### config.mk
export PLATFORM = sky130hd
export DESIGN_NAME = ptw_top
export DESIGN_NICKNAME = d
export VERILOG_FILES = /design/src/rtl/ptw_pkg.sv /design/src/rtl/ptw_addr_gen.sv /design/src/rtl/ptw_leaf_eval.sv /design/src/rtl/ptw_top.sv
export SDC_FILE = /design/constraint.sdc
export NUM_CORES = 1
export LEC_CHECK = 0
export BUFFER_PORTS_ARGS = -buffer_cell sky130_fd_sc_hd__buf_2
export CORE_AREA = 5 5 142 144
export DETAILED_ROUTE_END_ITERATION = 12
export DIE_AREA = 0 0 147 149
export PLACE_DENSITY = 0.65
export SLEW_MARGIN = 30
export SYNTH_ARGS = -nofsm -noshare
export SYNTH_HDL_FRONTEND = slang
export SYNTH_SLANG_ARGS = --single-unit
### constraint.sdc
create_clock -name clk -period 2.9 [get_ports clk]
set_input_delay 0.435 -clock clk [delete_from_list [all_inputs] [get_ports clk]]
set_output_delay 0.435 -clock clk [all_outputs]
set_load 0.02 [all_outputs]
### src/rtl/ptw_pkg.sv
package ptw_pkg;
  localparam int unsigned PTW_OFF_W = 13;
  localparam int unsigned PTW_L1_W  = 10;
  localparam int unsigned PTW_L2_W  = 9;

  localparam int unsigned PTE_V = 0;
  localparam int unsigned PTE_R = 1;
  localparam int unsigned PTE_D = 2;
  localparam int unsigned PTE_W = 3;

  typedef enum logic [1:0] {
    FLT_NONE = 2'b00,
    FLT_L1   = 2'b01,
    FLT_L2   = 2'b10,
    FLT_PROT = 2'b11
  } ptw_fault_e;

  typedef enum logic [2:0] {
    S_IDLE, S_L1_REQ, S_L1_WAIT, S_L2_REQ, S_L2_WAIT, S_UPD_REQ, S_DONE
  } ptw_state_e;
endpackage

### src/rtl/ptw_addr_gen.sv
module ptw_addr_gen #(
  parameter int unsigned OFF_W = ptw_pkg::PTW_OFF_W,
  parameter int unsigned L1_W  = ptw_pkg::PTW_L1_W,
  parameter int unsigned L2_W  = ptw_pkg::PTW_L2_W,
  parameter int unsigned VA_W  = OFF_W + L1_W + L2_W
) (
  input  logic [VA_W-1:0]       base_i,
  input  logic [L1_W-1:0]       idx1_i,
  input  logic [L2_W-1:0]       idx2_i,
  input  logic [VA_W-OFF_W-1:0] ptr_i,
  output logic [VA_W-1:0]       l1_addr_o,
  output logic [VA_W-1:0]       l2_addr_o
);
  localparam int unsigned PAD1 = VA_W - L1_W - 2;
  localparam int unsigned PAD2 = VA_W - L2_W - 2;

  assign l1_addr_o = base_i + {{PAD1{1'b0}}, idx1_i, 2'b00};
  assign l2_addr_o = {ptr_i, {OFF_W{1'b0}}} + {{PAD2{1'b0}}, idx2_i, 2'b00};
endmodule

### src/rtl/ptw_leaf_eval.sv
module ptw_leaf_eval
  import ptw_pkg::*;
#(
  parameter int unsigned OFF_W = ptw_pkg::PTW_OFF_W,
  parameter int unsigned VA_W  = 32
) (
  input  logic [VA_W-1:0]  entry_i,
  input  logic             is_write_i,
  input  logic [OFF_W-1:0] offset_i,
  output ptw_fault_e       fault_o,
  output logic             need_wb_o,
  output logic [VA_W-1:0]  new_entry_o,
  output logic [VA_W-1:0]  paddr_o
);
  logic [VA_W-1:0] set_mask;

  always_comb begin
    set_mask = '0;
    set_mask[PTE_R] = 1'b1;
    set_mask[PTE_D] = is_write_i;
  end

  always_comb begin
    if (!entry_i[PTE_V])                      fault_o = FLT_L2;
    else if (is_write_i && !entry_i[PTE_W])   fault_o = FLT_PROT;
    else                                      fault_o = FLT_NONE;
  end

  assign new_entry_o = entry_i | set_mask;
  assign need_wb_o   = (new_entry_o != entry_i);
  assign paddr_o     = {entry_i[VA_W-1:OFF_W], offset_i};
endmodule

### src/rtl/ptw_top.sv
module ptw_top
  import ptw_pkg::*;
#(
  parameter int unsigned OFF_W = ptw_pkg::PTW_OFF_W,
  parameter int unsigned L1_W  = ptw_pkg::PTW_L1_W,
  parameter int unsigned L2_W  = ptw_pkg::PTW_L2_W,
  parameter int unsigned VA_W  = OFF_W + L1_W + L2_W
) (
  input  logic            clk,
  input  logic            rst_n,
  input  logic            priv_i,
  input  logic            base_we_i,
  input  logic [VA_W-1:0] base_wdata_i,
  input  logic            req_valid_i,
  output logic            req_ready_o,
  input  logic [VA_W-1:0] req_vaddr_i,
  input  logic            req_write_i,
  output logic            done_o,
  output logic [VA_W-1:0] resp_paddr_o,
  output logic [1:0]      resp_fault_o,
  output logic            mem_req_valid_o,
  input  logic            mem_req_ready_i,
  output logic            mem_req_we_o,
  output logic [VA_W-1:0] mem_req_addr_o,
  output logic [VA_W-1:0] mem_req_wdata_o,
  input  logic            mem_rsp_valid_i,
  input  logic [VA_W-1:0] mem_rsp_rdata_i
);
  localparam int unsigned LOW_W = L2_W + OFF_W;

  ptw_state_e      state_q;
  logic [VA_W-1:0] base_q;
  logic [LOW_W-1:0] vlow_q;
  logic            write_q;
  logic [VA_W-1:0] l1_addr_q, l2_addr_q, wb_q;
  logic [VA_W-1:0] paddr_q;
  ptw_fault_e      fault_q;

  logic [VA_W-1:0] l1_addr, l2_addr;
  ptw_fault_e      leaf_fault;
  logic            leaf_need_wb;
  logic [VA_W-1:0] leaf_new, leaf_paddr;

  ptw_addr_gen #(.OFF_W(OFF_W), .L1_W(L1_W), .L2_W(L2_W), .VA_W(VA_W)) u_addr (
    .base_i   (base_q),
    .idx1_i   (req_vaddr_i[VA_W-1:LOW_W]),
    .idx2_i   (vlow_q[LOW_W-1:OFF_W]),
    .ptr_i    (mem_rsp_rdata_i[VA_W-1:OFF_W]),
    .l1_addr_o(l1_addr),
    .l2_addr_o(l2_addr)
  );

  ptw_leaf_eval #(.OFF_W(OFF_W), .VA_W(VA_W)) u_leaf (
    .entry_i    (mem_rsp_rdata_i),
    .is_write_i (write_q),
    .offset_i   (vlow_q[OFF_W-1:0]),
    .fault_o    (leaf_fault),
    .need_wb_o  (leaf_need_wb),
    .new_entry_o(leaf_new),
    .paddr_o    (leaf_paddr)
  );

  always_ff @(posedge clk) begin
    if (!rst_n) begin
      base_q <= '0;
    end else if (base_we_i && priv_i) begin
      base_q <= base_wdata_i;
    end
  end

  always_ff @(posedge clk) begin
    if (!rst_n) begin
      state_q   <= S_IDLE;
      vlow_q    <= '0;
      write_q   <= 1'b0;
      l1_addr_q <= '0;
      l2_addr_q <= '0;
      wb_q      <= '0;
      paddr_q   <= '0;
      fault_q   <= FLT_NONE;
    end else begin
      case (state_q)
        S_IDLE: if (req_valid_i) begin
          vlow_q    <= req_vaddr_i[LOW_W-1:0];
          write_q   <= req_write_i;
          l1_addr_q <= l1_addr;
          state_q   <= S_L1_REQ;
        end
        S_L1_REQ: if (mem_req_ready_i) state_q <= S_L1_WAIT;
        S_L1_WAIT: if (mem_rsp_valid_i) begin
          if (!mem_rsp_rdata_i[PTE_V]) begin
            fault_q <= FLT_L1;
            paddr_q <= '0;
            state_q <= S_DONE;
          end else begin
            l2_addr_q <= l2_addr;
            state_q   <= S_L2_REQ;
          end
        end
        S_L2_REQ: if (mem_req_ready_i) state_q <= S_L2_WAIT;
        S_L2_WAIT: if (mem_rsp_valid_i) begin
          fault_q <= leaf_fault;
          paddr_q <= (leaf_fault == FLT_NONE) ? leaf_paddr : '0;
          wb_q    <= leaf_new;
          state_q <= (leaf_fault == FLT_NONE && leaf_need_wb) ? S_UPD_REQ : S_DONE;
        end
        S_UPD_REQ: if (mem_req_ready_i) state_q <= S_DONE;
        S_DONE:  state_q <= S_IDLE;
        default: state_q <= S_IDLE;
      endcase
    end
  end

  always_comb begin
    mem_req_valid_o = 1'b0;
    mem_req_we_o    = 1'b0;
    mem_req_addr_o  = l2_addr_q;
    case (state_q)
      S_L1_REQ: begin
        mem_req_valid_o = 1'b1;
        mem_req_addr_o  = l1_addr_q;
      end
      S_L2_REQ:  mem_req_valid_o = 1'b1;
      S_UPD_REQ: begin
        mem_req_valid_o = 1'b1;
        mem_req_we_o    = 1'b1;
      end
      default: ;
    endcase
  end

  assign mem_req_wdata_o = wb_q;
  assign req_ready_o     = (state_q == S_IDLE);
  assign done_o          = (state_q == S_DONE);
  assign resp_paddr_o    = paddr_q;
  assign resp_fault_o    = fault_q;
endmodule

==> Word-level counts from Yosys, hierarchy flattened <==
Cells that the tools add are included.
{ "op_classes": {"addsub": 2, "n_eq_ne": 14, "mux": 23, "bitwise": 1, "n_reduce_logical": 13} }
{ "ops": {"columns": ["cell", "n"], "rows": [
  ["32-bit 2-to-1 mux", 5],
  ["32-bit one-hot mux with 2 select lines", 1],
  ["32-bit by 11-bit adder with 32-bit output", 1],
  ["32-bit by 12-bit adder with 32-bit output", 1],
  ["32-bit != test", 1],
  ["32-bit by 3-bit bitwise OR with 32-bit output", 1],
  ["3-bit 2-to-1 mux", 7],
  ["3-bit one-hot mux with 6 select lines", 1],
  ["2-bit != test, second input constant", 7],
  ["2-bit 2-to-1 mux", 6],
  ["3-bit equality test, second input constant", 3],
  ["3-bit by 2-bit equality test with 1-bit output, second input constant", 2],
  ["6-bit AND reduction", 1],
  ["2-bit one-hot mux with 2 select lines", 1],
  ["2-bit AND reduction", 2],
  ["4-bit AND reduction", 1],
  ["3-bit by 1-bit equality test with 1-bit output, second input constant", 1],
  ["1-bit logical AND", 3],
  ["3-bit zero test", 1],
  ["3-bit AND reduction", 1],
  ["3-bit OR reduction", 1],
  ["2-bit zero test", 1],
  ["1-bit 2-to-1 mux", 2],
  ["2-bit nonzero test", 1],
  ["1-bit zero test", 1]
]} }
{ "totals": {"ff_bits": 188, "out_inout_bits": 102} }

==> Longest topological paths before layout <==
{ "logic_depth": {"ltp_word": 9, "depth_mapped": 9, "depth_no_buf": 9} }

==> Cells and area by module <==
Synthesis repeated with hierarchy kept, for this count alone.
{ "unflattened": {"hier_cells": 1118, "area_unflattened_um2": 9069.9} }
{ "modules_own_cells": {"columns": ["mod", "n_inst", "cells_per_inst", "area_per_inst_um2", "seq_area_each_um2"], "rows": [
  ["ptw_top", 1, 895, 7437.1, 3763.6],
  ["ptw_addr_gen", 1, 154, 1123.6, 0.0],
  ["ptw_leaf_eval", 1, 69, 509.2, 0.0]
]} }

==> Worst setup path before layout <==
OpenSTA, ideal clock, no wires.
{ "synth_path": {"path_type": "input to register", "startpoint": "in req_vaddr_i[22]", "endpoint": "reg l1_addr_q[30]", "setup_ns": 0.079, "t_arrival_ns": 2.225, "required_ns": 2.821, "setup_slack_ns": 0.596, "cell_stages": 9, "path_buffers": 0, "path_cell_list": "ha_1 -> inv_1 -> fa_1 -> nand2b_1 -> a211oi_2 -> o211ai_4 -> a2111oi_4 -> xnor2_1 -> a211oi_2"} }
{ "synth_between": {"elab_chain_cells": 1} }
{ "synth_rtl": {"columns": ["element", "line_no", "text"], "rows": [
  ["start: declaration", "ptw_top.sv:16", "input logic [VA_W-1:0] req_vaddr_i,"],
  ["32-bit by 12-bit adder with 32-bit output", "ptw_addr_gen.sv:17", "assign l1_addr_o = base_i + {{PAD1{1'b0}}, idx1_i, 2'b00};"],
  ["end signal: assignment", "ptw_top.sv:86", "l1_addr_q <= l1_addr;"],
  ["end: declaration", "ptw_top.sv:35", "logic [VA_W-1:0] l1_addr_q, l2_addr_q, wb_q;"]
]} }
Every way passes these cells.
A chain may end at the register's enable or synchronous reset.

==> Worst setup path after layout <==
{ "layout_path": {"startpoint": "reg state_q[0]", "endpoint": "out mem_req_addr_o[13]"} }
{ "layout_between": {"elab_chain_cells": 2} }
{ "layout_rtl": {"columns": ["element", "line_no", "text"], "rows": [
  ["start: declaration", "ptw_top.sv:31", "ptw_state_e state_q;"],
  ["start signal: assignment", "ptw_top.sv:105", "state_q <= (leaf_fault == FLT_NONE && leaf_need_wb) ? S_UPD_REQ : S_DONE;"],
  ["3-bit by 1-bit equality test with 1-bit output", "ptw_top.sv:118", "case (state_q)"],
  ["32-bit 2-to-1 mux", "ptw_top.sv:118", null],
  ["end: declaration", "ptw_top.sv:24", "output logic [VA_W-1:0] mem_req_addr_o,"]
]} }
Every way passes these cells.

==> results.tsv <==
metric	value	unit
finalNetCount	1248	
unrepaired_setup_endpoints_after_global_routing	false	
initial_core_util	41.7	%
synth_async_sr_flop_share	0	%
ctsLongestPathBuffers	2	
post_drt_via_cell_ratio	5.18	
final_core_utilization	51.6	%
postRouteWirelength	21400	um
clk_root_buffer_cell	clkbuf_16	
worst_slack_at_placement	267	ps
first_pass_iters	5	
drive_gt1_share	26.5	%
syn_inst	953	
grt_pass1_vias	6831	
post_cts_sizing_count	0	
antennaDiodeCount	0	
totalPowerFinal	6.48	mW
worstSetupEndpointType	output port	
grt_first_pass_wirelength	34700	um
yosys_register_bits	184	
count_of_clock_tree_sinks	184	
ports_placed_on_the_boundary	206	
setup-tns-final	0	ps
tritoncts_clock_tree	done	
clkTransAtPathRegs	80	ps
port_buffers	205	
cts.htree.levels	4	
run_status	finished clean	
wire_per_inst	15.5	um
power_density	676	mW/mm^2
gr-usage-all-layers	19.3	%
ys.flop_type	dfxtp_1	
seq_area_frac_synth	47.6	%
worst_hold_startpoint	req_vaddr_i[10]	
synth.yosys.warnings	0	
ir_worst_vdd	0.000387	V
timing.final.crit_share	91.7	%
report.final.setup_viol	0	
max_freq	376	MHz
max-slew-margin-rel	49.8	%
hold_path.class	in -> reg	
total_leakage_power	4.00	nW
syn-mean-instance-area	8.13	sq um
rr_startpoint	base_q[2]	
clock_latency	430	ps
growth_of_design_area_from_synthesis_to_finish	23.9	%
timing.final.max_slew_violations	0	
post-cts-setup-buffer-count	0	
maxCapViolations	0	
worst_r2r_endpoint	l1_addr_q[30]	
cts_buf_count	17	
final_antenna_net_count	0	
crit_path_max_fanout	19	
arrival	2220	ps
timing.final.hold_violations	0	
grt_start_max_net_pins	123	
die_x	147	um
setup_slack	241	ps
syn_nets	1068	
post_synth_instance_area	0.00774	sq mm
reg2reg_depth	9	
worstPathRequired	2470	ps
place_hpwl	15100	um
fp.dieArea	0.0219	sq mm
post-route-min-period	2660	ps
number_of_antenna_violations_at_the_first_check_in_global_routing	1	
startpoint_type	flop	
rrSetupSlack	450	ps
hold_end	vlow_q[10]	
worst-slew-pin-transition	753	ps
num_vias	7149	
hold_path_depth	3	
clock-skew-final	6.95	ps
finalWeightedCongestion	0.846	
post_cts_hold_buffer_count	0	
floorplan.rows	50	
worstSetupPathType	reg -> out	
synth-edff-count	0	
synth.lib_cells_used.distinct	55	
drcViolationCount	0	
grt.overflow.total	0	
fp.coreArea	0.0186	sq mm
drt_first_iter_violations	513	
dieHeight	149	um
[stage by stage]
step                instance area [sq um]  hold WS (ps)  std cells
finish                               9590           234       1380
detailed placement                   8980           444       1348
CTS                                  9590           220       1380
global placement                     8980           439       1348
global route                         9590           221       1380
floorplan                            7740           428        953
[worst max path at each step]
| stage | cells after the start | to | slack, ps | start |
|---|---|---|---|---|
| 2_1_floorplan | 9 | l1_addr_q[30] | 600 | req_vaddr_i[22] |
| 3_3_place_gp | 10 | l1_addr_q[30] | 310 | req_vaddr_i[22] |
| 6_report | 4 | mem_req_addr_o[13] | 240 | state_q[0] |
| 3_5_place_dp | 10 | l1_addr_q[30] | 270 | req_vaddr_i[22] |
| 5_1_grt | 4 | mem_req_addr_o[13] | 130 | state_q[0] |
| 4_1_cts | 4 | mem_req_addr_o[13] | 260 | state_q[0] |
[routing by layer]
metal  track usage [%]  vias up  wire length (um)
li1                  -     3621                 -
met1              25.7     3282              9680
met2              31.1      213             10100
met3              4.41       31              1210
met4              6.15        2               412
met5                 0        -                11
[synth_stat cells, types with 2 or more instances]
cell,n,share of area (%)
a211oi_1,13,1.3
a211oi_2,2,0.32
a21boi_0,3,0.29
a21o_1,4,0.39
a21oi_1,139,9.0
a22oi_1,34,3.3
a311o_1,2,0.26
a31oi_1,4,0.32
and2_1,7,0.57
and3_1,10,0.81
and3_2,2,0.19
and4_4,2,0.29
buf_1,9,0.44
buf_2,4,0.26
buf_4,3,0.29
clkbuf_1,48,2.3
dfxtp_1,184,48
ha_1,10,1.6
inv_1,11,0.53
mux2_2,28,4.1
mux2i_1,3,0.39
nand2_1,258,13
nand2b_1,4,0.32
nand3_1,17,1.1
nand3b_1,2,0.19
nand4_1,6,0.48
nand4b_1,4,0.45
nor2_1,70,3.4
nor3_1,15,0.97
o211ai_1,2,0.19
o21ai_0,13,0.84
o21ai_1,2,0.13
xnor2_1,16,1.8
[sequential cells by signal, indices dropped and copies added, names as in the netlist]
register         flops
base_q              32
l1_addr_q           32
l2_addr_q           28
mem_req_wdata_o     32
resp_fault_o         2
resp_paddr_o        32
state_q              3
vlow_q              22
write_q              1
[layout by cell type, fill, tap and decap left out, types with 13 or more instances in the layout]
cell type  synthesis  layout
a211oi_1          13      13
a21oi_1          139     139
a22oi_1           34      34
buf_2              4     205
buf_4              3      19
clkbuf_16          0      17
dfxtp_1          184     184
mux2_2            28      28
nand2_1          258     257
nand3_1           17      17
nor2_1            70      69
nor3_1            15      15
o21ai_0           13      13
xnor2_1           16      16
[critical path: stages (launching register included)]
cell	delay (ps)
dfxtp_1	680
and2_1	240
buf_4	280
mux2_2	420
buf_2	170
[final cells by class]
cell class	count	area (sq um)
Fill cell	1846	8990
Multi-Input combinational cell	694	3770
Sequential cell	184	3680
Timing Repair Buffer	225	1190
Clock buffer	17	425
Tap cell	234	293
Clock inverter	15	185
Inverter	11	43.8
[report_power, final]
part	switching [mW]	leakage [nW]	internal [mW]
registers	0.146	1.49	2.72
clock network	1.10	0.295	1.31
logic	0.758	2.21	0.450
total	2.00	4.00	4.48
[cells by family (layout without fill, tap and decap cells)]
family / count (synthesis) / after routing / synth area share, %
mux: 31 / 31 / 4.46
fa+ha+maj: 11 / 11 / 1.87
flops: 184 / 184 / 47.6
buf+inv: 75 / 268 / 3.84
simple gates: 404 / 404 / 22.0
compound gates: 231 / 231 / 18.3
xor+xnor: 17 / 17 / 1.92
No activity file was read; power rests on OpenSTA's default activity.
